[src/rtl/tca_pkg.sv]
package tca_pkg;
    // Number of merge levels needed so that a span of grp**levels covers width bits.
    function automatic int tca_levels(input int width, input int grp);
        int lv;
        int reach;
        lv = 0;
        reach = 1;
        while (reach < width) begin
            reach = reach * grp;
            lv++;
        end
        return lv;
    endfunction
endpackage

[src/rtl/tca_gp_layer.sv]
module tca_gp_layer #(
    parameter int WIDTH   = 32,
    parameter bit PROP_OR = 1'b0
) (
    input  logic [WIDTH-1:0] x_i,
    input  logic [WIDTH-1:0] y_i,
    output logic [WIDTH-1:0] g_o,
    output logic [WIDTH-1:0] p_o
);
    assign g_o = x_i & y_i;
    if (PROP_OR) begin : g_prop_or
        assign p_o = x_i | y_i;
    end else begin : g_prop_xor
        assign p_o = x_i ^ y_i;
    end
endmodule

[src/rtl/tca_merge_node.sv]
// Merges GRP adjacent (g,p) pairs; index 0 is the least significant pair.
module tca_merge_node #(
    parameter int GRP = 4
) (
    input  logic [GRP-1:0] g_i,
    input  logic [GRP-1:0] p_i,
    output logic           g_o,
    output logic           p_o
);
    always_comb begin
        logic term;
        g_o = 1'b0;
        p_o = &p_i;
        // Triangle: some pair generates and every more significant pair propagates.
        for (int j = 0; j < GRP; j++) begin
            term = g_i[j];
            for (int k = j + 1; k < GRP; k++) begin
                term = term & p_i[k];
            end
            g_o = g_o | term;
        end
    end
endmodule

[src/rtl/tca_prefix_net.sv]
module tca_prefix_net #(
    parameter int WIDTH = 32,
    parameter int GRP   = 4
) (
    input  logic [WIDTH-1:0] g_i,
    input  logic [WIDTH-1:0] p_i,
    output logic [WIDTH-1:0] carry_o,
    output logic [WIDTH-1:0] blk_p_o
);
    localparam int LVLS = tca_pkg::tca_levels(WIDTH, GRP);

    logic [LVLS:0][WIDTH-1:0] stg_g;
    logic [LVLS:0][WIDTH-1:0] stg_p;

    assign stg_g[0] = g_i;
    assign stg_p[0] = p_i;

    for (genvar l = 0; l < LVLS; l++) begin : g_lvl
        localparam int SPAN = GRP ** l;
        for (genvar i = 0; i < WIDTH; i++) begin : g_bit
            logic [GRP-1:0] in_g;
            logic [GRP-1:0] in_p;
            for (genvar j = 0; j < GRP; j++) begin : g_tap
                localparam int SRC = i - j * SPAN;
                if (SRC >= 0) begin : g_live
                    assign in_g[GRP-1-j] = stg_g[l][SRC];
                    assign in_p[GRP-1-j] = stg_p[l][SRC];
                end else begin : g_pad
                    assign in_g[GRP-1-j] = 1'b0;
                    assign in_p[GRP-1-j] = 1'b1;
                end
            end
            tca_merge_node #(.GRP(GRP)) node_i (
                .g_i (in_g),
                .p_i (in_p),
                .g_o (stg_g[l+1][i]),
                .p_o (stg_p[l+1][i])
            );
        end
    end

    assign carry_o = stg_g[LVLS];
    assign blk_p_o = stg_p[LVLS];
endmodule

[src/rtl/tca_sum_layer.sv]
module tca_sum_layer #(
    parameter int WIDTH = 32
) (
    input  logic [WIDTH-1:0] x_i,
    input  logic [WIDTH-1:0] y_i,
    input  logic [WIDTH-1:0] carry_i,
    output logic [WIDTH:0]   sum_o
);
    logic [WIDTH-1:0] cin;
    if (WIDTH > 1) begin : g_shift
        assign cin = {carry_i[WIDTH-2:0], 1'b0};
    end else begin : g_single
        assign cin = 1'b0;
    end
    assign sum_o = {carry_i[WIDTH-1], x_i ^ y_i ^ cin};
endmodule

[src/rtl/tree_carry_adder.sv]
module tree_carry_adder #(
    parameter int WIDTH   = 32,
    parameter int FANIN   = 8,
    parameter bit PROP_OR = 1'b0
) (
    input  logic [WIDTH-1:0] x_i,
    input  logic [WIDTH-1:0] y_i,
    output logic [WIDTH:0]   sum_o
);
    localparam int GRP = FANIN / 2;

    if (FANIN < 4 || (FANIN % 2) != 0) begin : g_bad_fanin
        $error("FANIN must be even and at least 4");
    end

    logic [WIDTH-1:0] gen_w;
    logic [WIDTH-1:0] prop_w;
    logic [WIDTH-1:0] carry_w;
    logic [WIDTH-1:0] blk_p_w;

    tca_gp_layer #(.WIDTH(WIDTH), .PROP_OR(PROP_OR)) gp_i (
        .x_i (x_i),
        .y_i (y_i),
        .g_o (gen_w),
        .p_o (prop_w)
    );

    tca_prefix_net #(.WIDTH(WIDTH), .GRP(GRP)) net_i (
        .g_i     (gen_w),
        .p_i     (prop_w),
        .carry_o (carry_w),
        .blk_p_o (blk_p_w)
    );

    tca_sum_layer #(.WIDTH(WIDTH)) sum_i (
        .x_i     (x_i),
        .y_i     (y_i),
        .carry_i (carry_w),
        .sum_o   (sum_o)
    );
endmodule

[config.mk]
export PLATFORM = sky130hd
export DESIGN_NAME = tree_carry_adder
export DESIGN_NICKNAME = d
export VERILOG_FILES = /design/src/rtl/tca_pkg.sv /design/src/rtl/tca_gp_layer.sv /design/src/rtl/tca_merge_node.sv /design/src/rtl/tca_prefix_net.sv /design/src/rtl/tca_sum_layer.sv /design/src/rtl/tree_carry_adder.sv
export SDC_FILE = /design/constraint.sdc
export NUM_CORES = 1
export LEC_CHECK = 0
export ABC_AREA = 1
export BUFFER_PORTS_ARGS = -buffer_cell sky130_fd_sc_hd__buf_2
export CAP_MARGIN = 30
export CORE_MARGIN = 1
export CORE_UTILIZATION = 30
export DETAILED_ROUTE_END_ITERATION = 8
export GPL_TIMING_DRIVEN = 0
export PLACE_DENSITY = 0.55
export SKIP_LAST_GASP = 1
export SYNTH_ARGS = -nofsm -noshare
export SYNTH_HDL_FRONTEND = slang
export SYNTH_HIERARCHICAL = 1
export SYNTH_SLANG_ARGS = --single-unit
[constraint.sdc]
create_clock -name vclk -period 1.5
set_input_delay 0.15 -clock vclk [all_inputs]
set_output_delay 0.15 -clock vclk [all_outputs]
set_load 0.01 [all_outputs]
==> flow_summary.toml, run 1 <==
[run_status]
status = "complete, but fails checks"
violations_in_the_final_reports = "setup timing"

[die]
floorplan.rows = 47
dieHeight_um = 134.1
chip_width_um = 134.1
fp.coreArea_um2 = 16820
design.die.area_um2 = 17980
boundaryPins = 97
initial_utilization_pct = 31.12

[placement]
hpwl_mm = 13.21
place_congestion = 0.8147
minimum_setup_slack_after_placement_ns = -0.5712
placement.io_buffers = 97
placedInstanceArea_um2 = 6770

[detailed_routing]
viasPerCell = 4.026
drc = 0
number_of_nets_still_failing_antenna_checks_after_routing = 0
drt_first_pass_iters = 4
initialDrtViolationCount = 181
wl_final_mm = 16.87
avgRoutedWirePerCell_um = 9.636
via_count = 7049

[worst_setup_path]
cp.required_ns = 1.35
crit_path_frequent_cell = "sky130_fd_sc_hd__nand2_1"
path_max_fanout = 6
critical-path-max-stage-delay_ns = 0.35
cp_launch_type = "input port"
crit_slowest_cell = "sky130_fd_sc_hd__ha_4"
setup.worst_path.class = "in -> out"
cp-end-kind = "output pin"
path_cells = "buf_8 > ha_4 > nand2_4 > nor2_4 > buf_4 > a21oi_2 > nand2_2 > a21oi_2 > nand2_1 > inv_1 > nand2_1 > nand2_1 > buf_2"
worstPathArrival_ns = 1.65

[timing]
final-max-slew-violation-count = 0
hold-worst-slack_ns = 0.5664
worst_slew_margin_rel_pct = 55.64
max_clock_freq_ghz = 0.5569
worst-slew-pin-transition_ns = 0.6630
setup_ws_ns = -0.2957
rsz0062_at_grt = "yes"
hold_violations = 0
setup_viol = 31
final.min_clock_period_ns = 1.796
final_min_period_over_clock_period_pct = 119.7

[pwr]
fin_total_pwr_mw = 3.115
leakage_nw = 5.446
power_frac_clock_pct = 0
power.share.switching_pct = 58.68
power_frac_seq_pct = 0
netSwitchingPower_mw = 1.828
combPwrFrac_pct = 100.0
cellPowerDensity_nw_per_um2 = 345.4
p_int_mw = 1.287
worst_ir_drop_vdd_uv = 188.3

[final_layout]
clkbuf_count = 0
number_of_antenna_repair_diodes = 0
fin_nets = 1629
multi_input_area_um2 = 6634
final_util_pct = 53.62
areaGrowthSynthToFinish_pct = 72.29
layout.area.seq_um2 = 0
fin_area_um2 = 9017
final.fill_count = 1754
fraction_of_final_layout_cells_with_drive_strength_greater_than_1_pct = 38.67
design.seq.count = 0

[logic_synthesis]
synthesis.area_um2 = 5234
syn_inst = 1211
mean_instance_size_in_the_synthesized_netlist_um2 = 4.322
synth-warning-count = 6

[grt]
grt_remaining_overflow = 0
track_usage_pct = 17.87
grt_start_max_net_pins = 7
initial_antenna_violation_count = 0
grt_first_pass_wirelength_mm = 26.76
grt_pass1_vias = 5967

[worst_hold_path]
hold_class = "in -> out"

[flow_run]
max_cap_viol_count = 0

[clock_network]
holdBufCountCts = 0
==> power groups by stage <==
| stage | registers [mW] | clock network [mW] | logic [mW] |
|---|---|---|---|
| 6_report | 0 | 0 | 3.11 |
| 5_1_grt | 0 | 0 | 3.43 |
| 4_1_cts | 0 | 0 | 2.71 |
| 3_5_place_dp | 0 | 0 | 2.05 |
| 3_3_place_gp | 0 | 0 | 2.03 |
| 2_1_floorplan | 0 | 0 | 1.45 |
==> timing repair <==
action	in CTS	in global routing
setup endpoints to repair	32	32
buffers inserted	13	14
resized for setup	357	218
pin swaps	150	154
==> worst paths after layout <==
kind   start   endpoint  slack, ns  cells after the start
min   x_i[0]   sum_o[0]       0.57                      3
max   x_i[8]  sum_o[26]      -0.30                     13
==> stage by stage <==
stage / TNS, ns / std cells
after detailed placement: -14.64 / 1724
after global placement: -14.53 / 1724
after floorplan: 0 / 1407
after global routing: -10.04 / 1751
after CTS: -6.865 / 1737
final: -7.013 / 1751
==> routing by layer <==
layer | vias up | share of wire (%) | track usage (%) | wire length [µm]
met5 | - | 0 | 0 | 0
met4 | 0 | 0.72 | 0.5618 | 121
met2 | 97 | 50 | 33.42 | 8421
met3 | 10 | 3.0 | 0.4157 | 500
met1 | 2972 | 46 | 23.86 | 7831
li1 | 3970 | - | - | -
==> critical path: cells and delay by family <==
| kind | cells | cell delay, ns |
|---|---|---|
| buf+inv | 4 | 0.44 |
| fa+ha+maj | 1 | 0.35 |
| compound gates | 2 | 0.11 |
| simple gates | 6 | 0.58 |
==> layout make-up <==
type / count / area share, %
timing repair buffer: 124 / 11.43
buffer: 1 / 0.08325
inverter: 285 / 11.86
tap: 220 / 3.053
multi-input combinational: 1121 / 73.57
==> cells in the final DEF (no fill, tap or decap) <==
| cell | instances |
|---|---|
| sky130_fd_sc_hd__a21oi_1 | 24 |
| sky130_fd_sc_hd__a21oi_2 | 56 |
| sky130_fd_sc_hd__a21oi_4 | 16 |
| sky130_fd_sc_hd__buf_2 | 56 |
| sky130_fd_sc_hd__buf_4 | 23 |
| sky130_fd_sc_hd__buf_6 | 28 |
| sky130_fd_sc_hd__buf_8 | 18 |
| sky130_fd_sc_hd__conb_1 | 198 |
| sky130_fd_sc_hd__ha_1 | 2 |
| sky130_fd_sc_hd__ha_4 | 30 |
| sky130_fd_sc_hd__inv_1 | 242 |
| sky130_fd_sc_hd__inv_2 | 43 |
| sky130_fd_sc_hd__nand2_1 | 428 |
| sky130_fd_sc_hd__nand2_2 | 219 |
| sky130_fd_sc_hd__nand2_4 | 52 |
| sky130_fd_sc_hd__nand3_1 | 23 |
| sky130_fd_sc_hd__nand3_2 | 8 |
| sky130_fd_sc_hd__nor2_1 | 21 |
| sky130_fd_sc_hd__nor2_2 | 17 |
| sky130_fd_sc_hd__nor2_4 | 26 |
| sky130_fd_sc_hd__xor2_1 | 1 |
No activity file was read; power rests on OpenSTA's default activity.
==> run 2, diff against run 1 <==
--- a/config.mk
+++ b/config.mk
@@ -13,6 +13,7 @@
 export DETAILED_ROUTE_END_ITERATION = 8
 export GPL_TIMING_DRIVEN = 0
 export PLACE_DENSITY = 0.55
+export REMOVE_ABC_BUFFERS = 1
 export SKIP_LAST_GASP = 1
 export SYNTH_ARGS = -nofsm -noshare
 export SYNTH_HDL_FRONTEND = slang
==> run 2 against run 1 <==
Net effect: the run still ends with setup timing left; total power about the same; flip-flop and latch count is the same; critical path type unchanged; global-route usage down 0.68 points; first-iteration DRC count is 40% higher; routed wire length fell by 1.4%; combinational power barely moved; largest power group unchanged; clock-buffer cell count is the same; die area stayed put.
==> flow_summary.toml, run 2 (synthesis results as in run 1) <==
[final_layout]
stdcell_count = 1761
fraction_of_final_layout_cells_with_drive_strength_greater_than_1_pct = 38.94
areaGrowthSynthToFinish_pct = 72.96
layout.cells.most_common_list = "437 x sky130_fd_sc_hd__nand2_1, 243 x sky130_fd_sc_hd__inv_1, 208 x sky130_fd_sc_hd__nand2_2, 198 x sky130_fd_sc_hd__conb_1, 69 x sky130_fd_sc_hd__a21oi_2"
number_of_antenna_repair_diodes = 0
fin_nets = 1639
layout.area.seq_um2 = 0
layout_commonest_cell = "sky130_fd_sc_hd__nand2_1"
final.fill_count = 1745
clkbuf_count = 0
design.seq.count = 0

[timing]
worst-slew-pin-transition_ns = 0.6133
hold-worst-slack_ns = 0.5612
worst_slew_margin_rel_pct = 58.96
setup_ws_ns = -0.3230
final_min_period_over_clock_period_pct = 121.5
setup_viol = 31
max_clock_freq_ghz = 0.5485
hold_violations = 0
rsz0062_at_grt = "yes"
final.min_clock_period_ns = 1.823
final-max-slew-violation-count = 0

[run_status]
violations_in_the_final_reports = "setup timing"
status = "complete, but fails checks"

[detailed_routing]
wl_met1_mm = 7.855
wl_final_mm = 16.64
drc = 0
via_count = 7074
initialDrtViolationCount = 253
metal3_wl_um = 269
highest-signal-layer = "met4"
number_of_nets_still_failing_antenna_checks_after_routing = 0
viasPerCell = 4.017
drt_first_pass_iters = 4
route.met2.wl_mm = 8.417
avgRoutedWirePerCell_um = 9.451

[worst_setup_path]
path_max_fanout = 6
cp_launch_type = "input port"
setup.worst_path.class = "in -> out"
cp.required_ns = 1.35
worstPathArrival_ns = 1.67
cp-end-kind = "output pin"

[die]
floorplan.rows = 47
chip_width_um = 134.1
fp.coreArea_um2 = 16820
design.die.area_um2 = 17980
dieHeight_um = 134.1
initial_utilization_pct = 31.12
boundaryPins = 97

[grt]
track_usage_pct = 17.19
grt_pass1_vias = 5709
grt_first_pass_wirelength_mm = 25.82
grt_remaining_overflow = 0
initial_antenna_violation_count = 0
grt_start_max_net_pins = 7

[pwr]
fin_total_pwr_mw = 3.118
cellPowerDensity_nw_per_um2 = 344.4
leakage_nw = 5.499
worst_ir_drop_vdd_uv = 196.0

[placement]
placement.io_buffers = 97
place_congestion = 0.8366
minimum_setup_slack_after_placement_ns = -0.6734
placed_instance_count = 1723
hpwl_mm = 12.95

[worst_hold_path]
hold_class = "in -> out"

[clock_network]
holdBufCountCts = 0

[flow_run]
max_cap_viol_count = 0
-- run 2: changes by cell type in the layout (fill, tap and decap cells not counted), moves of 4 or more --
cell	delta
sky130_fd_sc_hd__a21oi_1	-9
sky130_fd_sc_hd__a21oi_2	+13
sky130_fd_sc_hd__a21oi_4	-4
sky130_fd_sc_hd__buf_4	+11
sky130_fd_sc_hd__nand2_1	+9
sky130_fd_sc_hd__nand2_2	-11
-- run 2: path summary, 6_finish.rpt --
path	slack, ns	start	cells after the start	to
worst max-delay path	-0.32	x_i[1]	16	sum_o[27]
worst min-delay path	0.56	x_i[0]	3	sum_o[0]
-- run 2: repair_timing --
| action | CTS | global route |
|---|---|---|
| pin swaps | 139 | 167 |
| endpoints found under the setup margin | 32 | 32 |
| hold endpoints to repair | 0 | 0 |
| resized for setup | 341 | 239 |
| setup buffers | 19 | 19 |
-- run 2: layer usage --
layer	GRT usage [%]	vias to the layer above
li1	-	3988
met1	23.13	3006
met2	31.55	74
met3	0.3401	6
met4	1.436	0
met5	0	-
-- run 2: stage by stage --
step	setup TNS [ns]	util [%]	instance area [µm²]
floorplan	-0.4250	-	5962
global placement	-17.11	39.97	6723
detailed placement	-17.06	39.97	6723
CTS	-6.655	48.45	8149
global route	-10.19	53.82	9052
finish	-7.023	53.82	9052
-- run 2: layout make-up --
class	count	area [µm²]	share of cell area, %
Tap cell	220	275.3	3.041
Inverter	285	1070	11.82
Timing Repair Buffer	135	1087	12.01
Multi-Input combinational cell	1121	6620	73.13
-- run 2: where the power goes --
group,total [mW],internal (mW),switching (mW)
Combinational,3.12,1.28,1.83
Clock,0,0,0
Sequential,0,0,0
-- run 2: worst max-delay path: stages --
cell and delay (ns):
sky130_fd_sc_hd__buf_8 0.10, sky130_fd_sc_hd__ha_4 0.27, sky130_fd_sc_hd__nand2_2 0.08, sky130_fd_sc_hd__inv_1 0.04
sky130_fd_sc_hd__nand2_1 0.07, sky130_fd_sc_hd__nand2_2 0.12, sky130_fd_sc_hd__inv_2 0.08, sky130_fd_sc_hd__nand2_2 0.05
sky130_fd_sc_hd__nand2_2 0.06, sky130_fd_sc_hd__nand2_2 0.08, sky130_fd_sc_hd__a21oi_2 0.16, sky130_fd_sc_hd__nand2_2 0.12
sky130_fd_sc_hd__inv_2 0.06, sky130_fd_sc_hd__nand2_1 0.04, sky130_fd_sc_hd__nand2_1 0.07, sky130_fd_sc_hd__buf_2 0.13
==> run 3, diff against run 2 <==
--- a/config.mk
+++ b/config.mk
@@ -12,10 +12,9 @@
 export CORE_UTILIZATION = 30
 export DETAILED_ROUTE_END_ITERATION = 8
 export GPL_TIMING_DRIVEN = 0
-export PLACE_DENSITY = 0.55
+export PLACE_DENSITY = 0.61
 export REMOVE_ABC_BUFFERS = 1
 export SKIP_LAST_GASP = 1
 export SYNTH_ARGS = -nofsm -noshare
 export SYNTH_HDL_FRONTEND = slang
-export SYNTH_HIERARCHICAL = 1
 export SYNTH_SLANG_ARGS = --single-unit
==> run 3 against run 2 <==
Net effect: the flow still finishes with violations (setup timing); non-clock buffer count shrank 9; hold slack gained 0.033 ns; routed wire length is 47% lower; via count decreased by 52%; critical endpoint is now sum_o[22]; global-route usage is 1.4 points higher; critical path type unchanged; highest routed layer unchanged; final area fell by 54%; setup slack improved by 0.045 ns.
==> flow_summary.toml, run 3 <==
[logic_synthesis]
combinational_family_with_the_most_area_after_synthesis = "simple AND/OR/NAND/NOR gates"
synth_top_cell_area_share_pct = 25.04
synth-warning-count = 0
synthSimpleGateAreaFrac_pct = 57.82
synth-seq-area-share_pct = 0
synthesis.area_um2 = 2489
post_synth_num_cell_types = 30
yosysTopAreaCell = "sky130_fd_sc_hd__nand2_1"
cell_with_the_most_instances_after_synthesis = "sky130_fd_sc_hd__nand2_1"
synth_adder_area_share_pct = 17.40
synth.top_cells.by_count = "166 x sky130_fd_sc_hd__nand2_1, 63 x sky130_fd_sc_hd__inv_1, 53 x sky130_fd_sc_hd__nand3_1, 49 x sky130_fd_sc_hd__nor2_1, 33 x sky130_fd_sc_hd__ha_1"
synth_mux_area_share_pct = 0
mean_instance_size_in_the_synthesized_netlist_um2 = 5.217
syn_inst = 477
synth.top_cells.by_area = "sky130_fd_sc_hd__nand2_1 25%, sky130_fd_sc_hd__ha_1 17%, sky130_fd_sc_hd__nand3_1 11%"
share_of_the_synthesized_area_in_compound_gates_ao_oa_aoi_oai_pct = 5.933
synth-xor-area-share_pct = 5.631

[final_layout]
clkbuf_count = 0
fin_area_um2 = 4169
areaGrowthSynthToFinish_pct = 67.52
layout_commonest_cell = "sky130_fd_sc_hd__nand2_1"
layout.area.seq_um2 = 0
layout.cells.most_common_list = "119 x sky130_fd_sc_hd__nand2_1, 89 x sky130_fd_sc_hd__buf_2, 55 x sky130_fd_sc_hd__inv_1, 43 x sky130_fd_sc_hd__nand2_2"
number_of_antenna_repair_diodes = 0
fraction_of_final_layout_cells_with_drive_strength_greater_than_1_pct = 50.00
final_util_pct = 52.86
fin_nets = 698
design.seq.count = 0

[die]
fp.coreArea_um2 = 7888
chip_width_um = 93.08
boundaryPins = 97
floorplan.rows = 32
initial_utilization_pct = 31.55
dieHeight_um = 93.08
design.die.area_um2 = 8664

[detailed_routing]
drc = 0
drt_first_pass_iters = 4
number_of_nets_still_failing_antenna_checks_after_routing = 0
initialDrtViolationCount = 164
avgRoutedWirePerCell_um = 12.54
wl_final_mm = 8.778
via_count = 3392
viasPerCell = 4.846

[timing]
final_min_period_over_clock_period_pct = 118.5
worst_slew_margin_rel_pct = 79.96
final.min_clock_period_ns = 1.778
totalNegativeSetupSlack_ns = -5.485
setup_ws_ns = -0.2778
hold-worst-slack_ns = 0.5945
worst-slew-pin-transition_ns = 0.2995
max_clock_freq_ghz = 0.5625
rsz0062_at_grt = "yes"
final-max-slew-violation-count = 0
hold_violations = 0
setup_viol = 28

[placement]
placement.io_buffers = 97
place_congestion = 0.8714
hpwl_mm = 6.653
placedInstanceArea_um2 = 3067

[run_status]
status = "complete, but fails checks"
violations_in_the_final_reports = "setup timing"

[pwr]
fin_total_pwr_mw = 1.887
worst_ir_drop_vdd_uv = 253.0
power.share.switching_pct = 55.87
combPwrFrac_pct = 100.0
p_int_mw = 0.8329
leakage_nw = 2.143
netSwitchingPower_mw = 1.054
power_frac_seq_pct = 0
power_frac_clock_pct = 0
cellPowerDensity_nw_per_um2 = 452.7

[worst_setup_path]
path_cells = "buf_2 > ha_4 > nand2_1 > inv_1 > nand2_1 > nor3_2 > nand2_2 > nand2_4 > nand2_2 > nand2_2 > xor2_1 > buf_2"
cp-end-kind = "output pin"
path_max_fanout = 5
cp.required_ns = 1.35
cp_launch_type = "input port"
critical-path-max-stage-delay_ns = 0.30
worstPathArrival_ns = 1.63
crit_slowest_cell = "sky130_fd_sc_hd__ha_4"
critPathLaunch = "x_i[11]"
crit_path_frequent_cell = "sky130_fd_sc_hd__nand2_2"
setup.worst_path.class = "in -> out"

[worst_hold_path]
holdCritStartpoint = "x_i[0]"
hold_class = "in -> out"

[grt]
track_usage_pct = 18.55
initial_antenna_violation_count = 0
grt_start_max_net_pins = 9
grt_remaining_overflow = 0
grt_pass1_vias = 2975
grt_first_pass_wirelength_mm = 13.36

[clock_network]
holdBufCountCts = 0

[flow_run]
max_cap_viol_count = 0
-- run 3: cell types whose count changed in the layout (fill, tap and decap cells not counted), moves of 12 or more --
cell,before,now
sky130_fd_sc_hd__nand2_2,208,43
sky130_fd_sc_hd__nand2_1,437,119
sky130_fd_sc_hd__xor2_1,1,13
sky130_fd_sc_hd__nand4_1,0,12
sky130_fd_sc_hd__inv_2,42,20
sky130_fd_sc_hd__conb_1,198,0
sky130_fd_sc_hd__buf_2,59,89
sky130_fd_sc_hd__nand2_4,54,16
sky130_fd_sc_hd__nand3_1,22,36
sky130_fd_sc_hd__nor2_1,23,36
sky130_fd_sc_hd__buf_6,25,10
sky130_fd_sc_hd__a21oi_2,69,8
sky130_fd_sc_hd__buf_8,17,0
sky130_fd_sc_hd__inv_1,243,55
-- run 3: cell type report --
class,count,area [µm²]
fill,779,3719
multi-input combinational,394,2987
timing repair buffer,126,760.7
inverter,78,294.0
tap,102,127.6
-- run 3: kinds of logic (layout without fill, tap and decap cells) --
group / count (synthesis) / count (layout)
compound gates: 28 / 28
xor+xnor: 16 / 16
buf+inv: 83 / 204
simple gates: 316 / 316
fa+ha+maj: 34 / 34
-- run 3: routing by layer --
layer | wire, µm | track usage [%] | vias to the layer above
met5 | 0 | 0 | -
met3 | 445 | 1.138 | 8
met4 | 90 | 1.667 | 0
met1 | 3851 | 24.71 | 1529
li1 | - | - | 1768
met2 | 4391 | 33.76 | 87
-- run 3: per-stage QoR --
step | instances | setup WS (ns)
final | 700 | -0.2778
after global routing | 700 | -0.4269
after CTS | 687 | -0.3035
after detailed placement | 671 | -0.5341
after global placement | 671 | -0.4880
after floorplan | 472 | -0.1326
-- run 3: path summary, 6_finish.rpt --
check	depth (start not counted)	slack [ns]	endpoint
worst max-delay path	12	-0.28	sum_o[22]
worst min-delay path	3	0.59	sum_o[0]
-- run 3: what timing repair did --
item                                    CTS  global route
setup buffers                            16            14
resized for setup                       132            57
pin swaps                                51            41
endpoints found under the setup margin   28            28
-- run 3: power groups by stage --
| stage | clock network (mW) | registers, mW | logic, mW |
|---|---|---|---|
| 6_report | 0 | 0 | 1.89 |
| 3_5_place_dp | 0 | 0 | 1.34 |
| 3_3_place_gp | 0 | 0 | 1.33 |
| 4_1_cts | 0 | 0 | 1.70 |
| 5_1_grt | 0 | 0 | 2.06 |
| 2_1_floorplan | 0 | 0 | 0.892 |
-- run 3: critical path: cells and delay by family --
family                   cells  cell delay, ns
adder cells (fa/ha/maj)      1            0.30
buffers and inverters        3            0.34
XOR/XNOR                     1            0.13
AND/OR/NAND/NOR              7            0.70
